===== config.mk =====
export PLATFORM = sky130hd
export DESIGN_NAME = memInitSeq
export DESIGN_NICKNAME = d
export VERILOG_FILES = /design/src/rtl/mem_init_pkg.sv /design/src/rtl/memInitCtrl.sv /design/src/rtl/memInitDatapath.sv /design/src/rtl/memInitSeq.sv
export SDC_FILE = /design/constraint.sdc
export NUM_CORES = 1
export LEC_CHECK = 0
export BUFFER_PORTS_ARGS = -buffer_cell sky130_fd_sc_hd__buf_2
export CAP_MARGIN = 20
export CELL_PAD_IN_SITES_DETAIL_PLACEMENT = 1
export CELL_PAD_IN_SITES_GLOBAL_PLACEMENT = 1
export CORE_ASPECT_RATIO = 0.5
export CORE_MARGIN = 2
export CORE_UTILIZATION = 25
export CTS_BUF_LIST = sky130_fd_sc_hd__clkbuf_8
export CTS_CLUSTER_SIZE = 12
export DETAILED_ROUTE_END_ITERATION = 8
export PLACE_DENSITY_LB_ADDON = 0.1
export SLEW_MARGIN = 20
export SYNTH_ARGS = -nofsm -noshare
export SYNTH_HDL_FRONTEND = slang
export SYNTH_SLANG_ARGS = --single-unit

===== constraint.sdc =====
create_clock -name clk -period 3.5 [get_ports clk]
set_clock_uncertainty 0.05 [all_clocks]
set_input_delay 0.7 -clock clk [delete_from_list [all_inputs] [get_ports clk]]
set_output_delay 0.7 -clock clk [all_outputs]
set_load 0.02 [all_outputs]

===== src/rtl/mem_init_pkg.sv =====
package mem_init_pkg;

  // Bit 8 carries both the all-bank flag and the DLL reset flag.
  localparam int AP_BIT      = 8;
  localparam int DLL_RST_BIT = 8;

  typedef enum logic [2:0] {
    CMD_DES, CMD_PREA, CMD_EMRS, CMD_MRS, CMD_REF
  } cmdKind_e;

  typedef enum logic [2:0] {
    DUR_WAIT, DUR_HOLD, DUR_RP, DUR_MRD, DUR_RFC, DUR_ONE
  } durSel_e;

  typedef struct packed {
    cmdKind_e cmd;
    logic     resHigh;
    logic     ckeStrap;
    logic     ckeHigh;
    logic     load;
    durSel_e  dur;
    logic     lockStart;
    logic     done;
  } seqStrobe_t;

  typedef struct packed {
    logic cntZero;
    logic lockDone;
  } seqStatus_t;

endpackage


===== src/rtl/memInitCtrl.sv =====
module memInitCtrl
  import mem_init_pkg::*;
(
  input  logic       clk,
  input  logic       rstN,
  input  logic       start,
  input  seqStatus_t status,
  output seqStrobe_t strobe
);

  typedef enum logic [4:0] {
    S_IDLE, S_PRE_RES, S_HOLD, S_POST_RES,
    S_PREA1, S_GAP1, S_EMRS, S_GAP2, S_MRS, S_GAP3,
    S_PREA2, S_GAP4, S_REF1, S_GAP5, S_REF2, S_GAP6, S_DONE
  } seqState_e;

  seqState_e state, nxt;

  function automatic seqState_e succOf(input seqState_e s);
    case (s)
      S_PRE_RES:  return S_HOLD;
      S_HOLD:     return S_POST_RES;
      S_POST_RES: return S_PREA1;
      S_PREA1:    return S_GAP1;
      S_GAP1:     return S_EMRS;
      S_EMRS:     return S_GAP2;
      S_GAP2:     return S_MRS;
      S_MRS:      return S_GAP3;
      S_GAP3:     return S_PREA2;
      S_PREA2:    return S_GAP4;
      S_GAP4:     return S_REF1;
      S_REF1:     return S_GAP5;
      S_GAP5:     return S_REF2;
      S_REF2:     return S_GAP6;
      default:    return S_DONE;
    endcase
  endfunction

  function automatic durSel_e durOf(input seqState_e s);
    case (s)
      S_PRE_RES, S_POST_RES: return DUR_WAIT;
      S_HOLD:                return DUR_HOLD;
      S_GAP1, S_GAP4:        return DUR_RP;
      S_GAP2, S_GAP3:        return DUR_MRD;
      S_GAP5, S_GAP6:        return DUR_RFC;
      default:               return DUR_ONE;
    endcase
  endfunction

  always_comb begin
    nxt = state;
    case (state)
      S_IDLE:  if (start) nxt = S_PRE_RES;
      S_GAP6:  if (status.cntZero && status.lockDone) nxt = S_DONE;
      S_DONE:  nxt = S_DONE;
      default: if (status.cntZero) nxt = succOf(state);
    endcase
  end

  always_ff @(posedge clk or negedge rstN) begin
    if (!rstN) state <= S_IDLE;
    else       state <= nxt;
  end

  always_comb begin
    strobe.load      = (nxt != state);
    strobe.dur       = durOf(nxt);
    strobe.lockStart = (nxt == S_MRS) && (state != S_MRS);
    strobe.resHigh   = !(state inside {S_IDLE, S_PRE_RES});
    strobe.ckeStrap  = state inside {S_PRE_RES, S_HOLD};
    strobe.ckeHigh   = !(state inside {S_IDLE, S_PRE_RES, S_HOLD});
    strobe.done      = (state == S_DONE);
    case (state)
      S_PREA1, S_PREA2: strobe.cmd = CMD_PREA;
      S_EMRS:           strobe.cmd = CMD_EMRS;
      S_MRS:            strobe.cmd = CMD_MRS;
      S_REF1, S_REF2:   strobe.cmd = CMD_REF;
      default:          strobe.cmd = CMD_DES;
    endcase
  end

  // the finished state is terminal, whatever start does
  assert_done_terminal_R8: assert property (@(posedge clk) disable iff (!rstN)
    (state == S_DONE) |=> (state == S_DONE));

  // leaving idle needs a start pulse
  assert_start_needed_R2: assert property (@(posedge clk) disable iff (!rstN)
    (state == S_IDLE && !start) |=> (state == S_IDLE));

endmodule


===== src/rtl/memInitDatapath.sv =====
module memInitDatapath
  import mem_init_pkg::*;
#(
  parameter int WAIT_W      = 16,
  parameter int ADDR_W      = 12,
  parameter int BA_W        = 3,
  parameter int STRAP_HOLD  = 4,
  parameter int T_RP        = 4,
  parameter int T_MRD       = 6,
  parameter int T_RFC       = 40,
  parameter int LOCK_CYCLES = 20000,
  parameter logic [ADDR_W-1:0] EMR_OPCODE = '0,
  parameter logic [ADDR_W-1:0] MR_OPCODE  = '0
) (
  input  logic              clk,
  input  logic              rstN,
  input  logic [WAIT_W-1:0] waitCycles,
  input  logic              termFull,
  input  seqStrobe_t        strobe,
  output seqStatus_t        status,
  output logic              memResetN,
  output logic              cke,
  output logic              csN,
  output logic              rasN,
  output logic              casN,
  output logic              weN,
  output logic [BA_W-1:0]   ba,
  output logic [ADDR_W-1:0] addr,
  output logic              initDone
);

  localparam int CNT_W  = WAIT_W;
  localparam int LOCK_W = $clog2(LOCK_CYCLES + 1);
  localparam logic [ADDR_W-1:0] AP_MASK  = ADDR_W'(1) << AP_BIT;
  localparam logic [ADDR_W-1:0] DLL_MASK = ADDR_W'(1) << DLL_RST_BIT;

  logic [CNT_W-1:0]  cnt, durVal, waitEff;
  logic [LOCK_W-1:0] lockCnt;
  logic              lockArmed;

  always_comb waitEff = (waitCycles == '0) ? CNT_W'(1) : waitCycles;

  always_comb begin
    case (strobe.dur)
      DUR_WAIT: durVal = waitEff;
      DUR_HOLD: durVal = CNT_W'(STRAP_HOLD);
      DUR_RP:   durVal = CNT_W'(T_RP);
      DUR_MRD:  durVal = CNT_W'(T_MRD);
      DUR_RFC:  durVal = CNT_W'(T_RFC);
      default:  durVal = CNT_W'(1);
    endcase
  end

  always_ff @(posedge clk or negedge rstN) begin
    if (!rstN)                cnt <= '0;
    else if (strobe.load)     cnt <= durVal - 1'b1;
    else if (cnt != '0)       cnt <= cnt - 1'b1;
  end

  always_ff @(posedge clk or negedge rstN) begin
    if (!rstN) begin
      lockCnt   <= '0;
      lockArmed <= 1'b0;
    end else if (strobe.lockStart) begin
      lockCnt   <= LOCK_W'(LOCK_CYCLES - 1);
      lockArmed <= 1'b1;
    end else if (lockArmed && lockCnt != '0) begin
      lockCnt   <= lockCnt - 1'b1;
    end
  end

  always_comb begin
    status.cntZero  = (cnt == '0);
    status.lockDone = lockArmed && (lockCnt == '0);
  end

  logic [3:0]        cmdBits;
  logic [BA_W-1:0]   baNext;
  logic [ADDR_W-1:0] addrNext;

  always_comb begin
    cmdBits  = 4'b1111;
    baNext   = '0;
    addrNext = '0;
    case (strobe.cmd)
      CMD_PREA: begin cmdBits = 4'b0010; addrNext = AP_MASK; end
      CMD_EMRS: begin cmdBits = 4'b0000; baNext = BA_W'(1); addrNext = EMR_OPCODE; end
      CMD_MRS:  begin cmdBits = 4'b0000; addrNext = MR_OPCODE | DLL_MASK; end
      CMD_REF:  begin cmdBits = 4'b0001; end
      default:  ;
    endcase
  end

  always_ff @(posedge clk or negedge rstN) begin
    if (!rstN) begin
      memResetN <= 1'b0;
      cke       <= 1'b0;
      {csN, rasN, casN, weN} <= 4'b1111;
      ba        <= '0;
      addr      <= '0;
      initDone  <= 1'b0;
    end else begin
      memResetN <= strobe.resHigh;
      cke       <= strobe.ckeHigh | (strobe.ckeStrap & termFull);
      {csN, rasN, casN, weN} <= cmdBits;
      ba        <= baNext;
      addr      <= addrNext;
      if (strobe.done) initDone <= 1'b1;
    end
  end

  assert_cmd_one_cycle_R6: assert property (@(posedge clk) disable iff (!rstN)
    !csN |=> csN);

  assert_reset_sticky_R2: assert property (@(posedge clk) disable iff (!rstN)
    memResetN |=> memResetN);

  assert_strap_stable_R3: assert property (@(posedge clk) disable iff (!rstN)
    $rose(memResetN) |-> $stable(cke));

  assert_quiet_in_reset_R4: assert property (@(posedge clk) disable iff (!rstN)
    !memResetN |-> csN);

  assert_mrs_dll_bit_R5: assert property (@(posedge clk) disable iff (!rstN)
    (!csN && !rasN && !casN && !weN && ba == '0) |-> addr[DLL_RST_BIT]);

  assert_done_after_lock_R7: assert property (@(posedge clk) disable iff (!rstN)
    initDone |-> status.lockDone);

  assert_done_sticky_R8: assert property (@(posedge clk) disable iff (!rstN)
    initDone |=> initDone);

endmodule


===== src/rtl/memInitSeq.sv =====
module memInitSeq
  import mem_init_pkg::*;
#(
  parameter int WAIT_W      = 16,
  parameter int ADDR_W      = 12,
  parameter int BA_W        = 3,
  parameter int STRAP_HOLD  = 4,
  parameter int T_RP        = 4,
  parameter int T_MRD       = 6,
  parameter int T_RFC       = 40,
  parameter int LOCK_CYCLES = 20000,
  parameter logic [ADDR_W-1:0] EMR_OPCODE = '0,
  parameter logic [ADDR_W-1:0] MR_OPCODE  = '0
) (
  input  logic              clk,
  input  logic              rstN,
  input  logic              start,
  input  logic [WAIT_W-1:0] waitCycles,
  input  logic              termFull,
  output logic              memResetN,
  output logic              cke,
  output logic              csN,
  output logic              rasN,
  output logic              casN,
  output logic              weN,
  output logic [BA_W-1:0]   ba,
  output logic [ADDR_W-1:0] addr,
  output logic              initDone
);

  seqStrobe_t strobe;
  seqStatus_t status;

  memInitCtrl u_ctrl (
    .clk    (clk),
    .rstN   (rstN),
    .start  (start),
    .status (status),
    .strobe (strobe)
  );

  memInitDatapath #(
    .WAIT_W      (WAIT_W),
    .ADDR_W      (ADDR_W),
    .BA_W        (BA_W),
    .STRAP_HOLD  (STRAP_HOLD),
    .T_RP        (T_RP),
    .T_MRD       (T_MRD),
    .T_RFC       (T_RFC),
    .LOCK_CYCLES (LOCK_CYCLES),
    .EMR_OPCODE  (EMR_OPCODE),
    .MR_OPCODE   (MR_OPCODE)
  ) u_dp (
    .clk        (clk),
    .rstN       (rstN),
    .waitCycles (waitCycles),
    .termFull   (termFull),
    .strobe     (strobe),
    .status     (status),
    .memResetN  (memResetN),
    .cke        (cke),
    .csN        (csN),
    .rasN       (rasN),
    .casN       (casN),
    .weN        (weN),
    .ba         (ba),
    .addr       (addr),
    .initDone   (initDone)
  );

endmodule


; Word-level counts from Yosys, hierarchy flattened
; Memory sizes are Yosys's and may differ from the RTL's.
; Index checks and enable logic that the tools add are counted.
[totals]
reg_bits = 54
wordCells = 80
mem_bits_ro = 128
n_memories = 2
[op_classes]
reduce_logical = 23
add_sub_neg = 3
bitwise_logic = 2
n_mux = 16
eq_ne = 21
[memory_table]
columns = name, depth, word_bits, read_ports, rd_clocked_by_memory_dff, write_ports, line
row1 = (name not given), 16, 5, 1, 0, 0, memInitCtrl.sv:20  ; case (s)
row2 = (name not given), 16, 3, 1, 0, 0, memInitCtrl.sv:40  ; case (s)
[op_table]
columns = operator, n
row1 = 16-bit case mux with 4 select lines, 1
row2 = 16-bit 2-to-1 mux, 3
row3 = 16-bit zero test, 2
row4 = "16-bit by 1-bit subtractor with 16-bit output, second input constant", 2
row5 = "5-bit by 4-bit equality test with 1-bit output, second input constant", 6
row6 = 15-bit 2-to-1 mux, 2
row7 = 5-bit 2-to-1 mux, 4
row8 = 16-bit nonzero test, 1
row9 = 15-bit zero test, 1
row10 = 5-bit case mux with 3 select lines, 1
row11 = 15-bit nonzero test, 1
row12 = "15-bit by 1-bit subtractor with 15-bit output, second input constant", 1
row13 = "3-bit by 2-bit equality test with 1-bit output, second input constant", 4
row14 = 3-bit case mux with 4 select lines, 1
row15 = 4-bit case mux with 3 select lines, 1
row16 = "5-bit by 3-bit equality test with 1-bit output, second input constant", 2
row17 = 2-bit OR reduction, 5
row18 = 9-bit 2-to-1 mux, 1
row19 = 2-bit nonzero test, 4
row20 = "3-bit by 1-bit equality test with 1-bit output, second input constant", 2
row21 = "3-bit equality test, second input constant", 2
row22 = "5-bit by 1-bit equality test with 1-bit output, second input constant", 1
row23 = "5-bit by 2-bit equality test with 1-bit output, second input constant", 1
row24 = "5-bit equality test, second input constant", 1
row25 = other kinds (11), 15

; Logic depth before layout (Yosys ltp)
; An unclocked memory read counts as a cell.
[depth]
word_depth = 12
depth_mapped = 15

; By module
; From an unflattened synthesis, not the netlist that was laid out.
[unflattened]
hier_cells = 340
hier_area_um2 = 3164.3
[modules_own_cells]
columns = module, cells_per_inst, area_per_inst_um2, n_inst, seq_area_each_um2
row1 = memInitDatapath, 242, 2301.0, 1, 1004.7
row2 = memInitCtrl, 98, 863.3, 1, 125.1

; Worst setup path after synthesis
; No wires, ideal clock.
[synth_timing]
path_type = flip-flop to flip-flop
start = register u_ctrl.state[1]
end = register u_dp.cnt[8]
setup_ns = 0.139
arrival_time_ns = 3.632
path_stages_with_launch = 15
synth_period_minus_slack_ns = 3.821
t_required_ns = 3.311
setup_slack_ns = -0.321
path_cell_list = dfrtp_1 inv_1 ha_1 or4b_4 o21ai_2 a2bb2oi_2 o22ai_1 a211o_4 buf_6 buf_2 mux2i_1 ha_1 o2111ai_4 o2111a_1 or4_1
[synth_between]
elab_chain_len = 11
elab_cells_between_ends = 22
cone_classes = 1 x add/sub / 7 x eq/ne / 8 x mux / 4 x reduce/logical / 2 x memory
[synth_lines]
columns = item, line
row1 = start: declaration, memInitCtrl.sv:17  ; seqState_e state, nxt;
row2 = start signal: assignment, memInitCtrl.sv:62  ; else state <= nxt;
row3 = memory 16 x 5 bit, n/a
row4 = 5-bit 2-to-1 mux, memInitCtrl.sv:20
row5 = 5-bit 2-to-1 mux, memInitCtrl.sv:56  ; default: if (status.cntZero) nxt = succOf(state);
row6 = 5-bit case mux with 3 select lines, memInitCtrl.sv:52  ; case (state)
row7 = memory 16 x 3 bit, n/a
row8 = 3-bit 2-to-1 mux, memInitCtrl.sv:40
row9 = 3-bit by 1-bit equality test with 1-bit output / 3-bit by 2-bit equality test with 1-bit output (equally long branches), memInitDatapath.sv:44  ; case (strobe.dur)
row10 = 2-bit OR reduction (no source line), n/a
row11 = 16-bit case mux with 4 select lines, memInitDatapath.sv:44
row12 = 16-bit by 1-bit subtractor with 16-bit output, memInitDatapath.sv:56  ; else if (strobe.load) cnt <= durVal - 1'b1;
row13 = 16-bit 2-to-1 mux, memInitDatapath.sv:56
row14 = end signal: assignment, memInitDatapath.sv:56
row15 = end signal: assignment, memInitDatapath.sv:57  ; else if (cnt != '0) cnt <= cnt - 1'b1;
row16 = end: declaration, memInitDatapath.sv:37  ; logic [CNT_W-1:0] cnt, durVal, waitEff;
; Several ways; a longest one is shown, not always the timed one.
; A chain may end at the register's enable or synchronous reset.

; Final worst setup path
; Same ends and word-level chain as after synthesis.

==> key figures <==
Timing
  • Slew at the pin closest to its max-slew limit: 0.613 ns
  • Fin crit share: 1.02
  • Fin crit period: 3.58 ns
  • RSZ-0062 raised after global routing: yes
  • Max-slew violations: 0
  • Max Freq: 0.280 GHz
  • Setup TNS: -0.0755 ns
  • Fin worst setup slack: -0.0755 ns
  • Final Hold Fails: 0
  • # setup viols final: 1
  • Worst slew margin: 0.591

Min path
  • HP Class: primary input to async pin

Clock tree
  • CTS buffer count: 5
  • CTS max path bufs: 2
  • Number of clock sinks: 45
  • Clock Pin Slew Worst Setup and Hold Paths: 0.10 ns
  • CTS tree: done
  • Clock root cell: clkbuf_8
  • Skew-Pair Late Insertion Delay: 0.32 ns
  • H-tree depth: 2

Synthesis
  • Avg Inst Size Synth: 9.10 um2
  • Number of distinct library cells after synthesis: 82
  • Most common flop cell mapped by yosys: dfrtp_1
  • Largest family of logic cells by synthesized area: simple AND/OR/NAND/NOR gates
  • Adder-cell share of the synthesized area: 0.0299
  • Ys async rst share: 1.00
  • Syn Std Cell Area: 3350 um2
  • Mux cell area share after synthesis: 0.0351
  • Ys Warns: 0
  • Post-synthesis sequential area ratio: 0.338
  • Xor/xnor share of the synthesized area: 0.0471
  • Number of synthesized register bits: 45
  • Synth Area in Simple Gates: 0.256
  • Gate Count Post-Synth: 368
  • Post-synth EDFFs: 0
  • Compound-gate portion of the synthesized area: 0.227

Global route
  • First-pass GRT wire length: 18,900 um
  • All-Layer GR Usage: 0.167
  • Vias in the first global route: 3,610
  • Largest net degree at the start of global routing: 44
  • Initial antenna violation count: 0
  • Total grt overflow: 0

Routing
  • Via density: 4.99
  • Met2 routed WL: 6060 um
  • Met1 WL: 5510 um
  • ANT nets after route: 0
  • Max Used Layer: met4
  • DRC: 0
  • WL/cell: 17.7 um
  • Drt first-iter violations: 133
  • Routed met3 length: 295 um
  • DR vias: 3,369
  • WL final: 12,000 um
  • DR pass1 iterations: 4

Die
  • I/O pins: 42
  • Core Region: 12,900 um2
  • Initial Utilization: 0.260
  • Chip height: 85.8 um
  • Rows: 29
  • Die footprint: 14,400 um2
  • Die width: 168 um

Power
  • Internal power: 1.01 mW
  • Comb power frac: 0.359
  • Sequential power share: 0.395
  • P_leak: 2.02 nW
  • Clock power share: 0.246
  • Net Sw Frac: 0.357
  • Post-layout power: 1.57 mW
  • Peak VDD IR: 129 uV
  • PD cells: 327 nW/um2
  • Net Switching: 562 uW

Setup path
  • Critical Path AT: 3.72 ns
  • WP data required: 3.65 ns
  • Type of the worst setup path: flip-flop to flip-flop
  • Reg-to-Reg Start: u_ctrl.state[1]$_DFF_PN0_
  • Reg2Reg Depth: 13
  • R2R setup slack: -0.08 ns
  • Crit path launch type: flip-flop
  • Worst Path Max Fanout: 5
  • Crit. End Element: flip-flop
  • R2r endpoint: u_dp.cnt[8]$_DFFE_PN0P_

Cells and area
  • Multi-input logic area: 2290 um2
  • Share of cells above drive strength 1: 0.438
  • Area grow syn2layout: 43.7%
  • Fin nets: 532
  • Ant diodes: 0
  • Design Area, Final: 4810 um2
  • Final core area utilization: 0.373
  • Fillers: 1,514
  • Sequential Area: 1130 um2

Flow run
  • Max_cap viols: 0

Placed design
  • Placed Area: 4360 um2
  • Setup WS pre-CTS: -0.150 ns
  • HPWL after DPL: 9340 um
  • Placer Congestion: 0.816
  • Port Buffer Count: 28

Run status
  • Status: complete, but fails checks
  • Failing checks: setup timing
## repair_timing
item	4_1_cts	5_1_grt
gates resized for setup	18	28
buffers inserted	10	5
pin swaps	13	13
setup endpoints to repair	9	13
hold buffers	0	0
## final cells by class
class	count	share of cell area
timing repair buffer	143	0.212
clock inverter	2	0.00338
multi-input combinational	296	0.476
sequential	45	0.235
clock buffer	6	0.0172
tap	170	0.0442
inverter	13	0.0114
## cells by family (layout without fill, tap and decap cells)
group | Yosys count | in the layout
xor+xnor | 18 | 18
other cells | 1 | 13
compound gates | 93 | 93
flops | 45 | 45
simple gates | 155 | 155
fa+ha+maj | 8 | 8
mux | 9 | 9
buf+inv | 39 | 164
## registers in the layout, indices dropped and copies added (netlist names)
register	count
u_dp.lockArmed	1
u_dp.cke	1
u_dp.addr	1
u_dp.cnt	16
u_dp.initDone	1
u_dp.csN	1
u_dp.lockCnt	15
u_dp.ba	1
u_dp.memResetN	1
u_dp.casN	1
u_ctrl.state	5
u_dp.weN	1
## critical path, cell delays in order (launching register included)
cell	delay (ns)
dfrtp_2	0.46
inv_4	0.08
ha_4	0.14
or4b_4	0.53
o21ai_2	0.16
a2bb2oi_2	0.15
o22ai_2	0.10
a211o_4	0.36
mux2i_2	0.21
ha_2	0.25
o2111ai_4	0.12
buf_6	0.15
o211a_1	0.19
or4_1	0.50
## Yosys cell counts (3+ instances only)
master | number | area, um2
nor3_1 | 19 | 95.1
a211oi_1 | 3 | 22.5
nor4_1 | 8 | 50.1
nor2_1 | 29 | 109
or4_1 | 7 | 52.6
nand2b_1 | 5 | 31.3
a21oi_1 | 15 | 75.1
o311ai_0 | 3 | 26.3
xor2_1 | 7 | 61.3
a31oi_1 | 4 | 25.0
o31ai_1 | 3 | 22.5
o22ai_1 | 6 | 37.5
a22o_1 | 3 | 26.3
nand2_1 | 34 | 128
nor3_2 | 3 | 30.0
buf_2 | 7 | 35.0
a21o_1 | 4 | 30.0
a2111oi_0 | 3 | 26.3
o21ai_0 | 9 | 45.0
nand4_1 | 9 | 56.3
xnor2_1 | 11 | 96.3
dfstp_2 | 3 | 78.8
nand3_1 | 7 | 35.0
clkbuf_1 | 3 | 11.3
inv_1 | 10 | 37.5
or3_1 | 8 | 50.1
o211ai_1 | 5 | 37.5
and3_1 | 5 | 31.3
dfrtp_1 | 42 | 1050
ha_1 | 8 | 100
buf_4 | 14 | 105
mux2i_1 | 5 | 50.1
## stage by stage
stage	instances	hold WS [ns]
after floorplan	380	0.354
after global placement	654	0.399
after detailed placement	654	0.412
after CTS	671	0.436
after global routing	675	0.371
final	675	0.331
## cells in the final DEF (no fill, tap or decap), drive strengths merged, types with 4 or more instances in the layout
cell,count
a21o,4
a21oi,16
a31oi,4
and3,5
buf,143
clkbuf,6
conb,13
dfrtp,42
ha,8
inv,13
mux2i,7
nand2,36
nand2b,6
nand3,7
nand4,9
nor2,31
nor3,22
nor4,9
o211ai,7
o21ai,12
o22ai,6
or3,9
or4,7
xnor2,11
xor2,7
## power groups by stage
stage          sequential [mW]  combinational (mW)  clock, mW
2_1_floorplan            0.630               0.283          0
3_3_place_gp             0.627               0.481          0
3_5_place_dp             0.631               0.497          0
4_1_cts                  0.621               0.511      0.404
5_1_grt                  0.629               0.614      0.424
6_report                 0.622               0.566      0.386
## how the worst max path moves through the flow
stage	startpoint	depth (start not counted)	endpoint	slack, ns
CTS	u_ctrl.state[0]$_DFF_PN0_	13	u_dp.cnt[8]$_DFFE_PN0P_	-0.04
finish	u_ctrl.state[1]$_DFF_PN0_	13	u_dp.cnt[8]$_DFFE_PN0P_	-0.08
floorplan	u_ctrl.state[1]$_DFF_PN0_	14	u_dp.cnt[8]$_DFFE_PN0P_	-0.13
global route	u_dp.cnt[9]$_DFFE_PN0P_	14	u_dp.cnt[8]$_DFFE_PN0P_	-0.24
detailed placement	u_ctrl.state[0]$_DFF_PN0_	15	u_dp.cnt[8]$_DFFE_PN0P_	-0.15
global placement	u_ctrl.state[0]$_DFF_PN0_	14	u_dp.cnt[8]$_DFFE_PN0P_	-0.12
## per-layer routing
layer,global-route usage,vias to the layer above
li1,-,1625
met1,0.209,1695
met2,0.310,42
met3,0.0291,7
met4,0.0277,0
met5,0,-
Power figures use the tool's default switching activity.
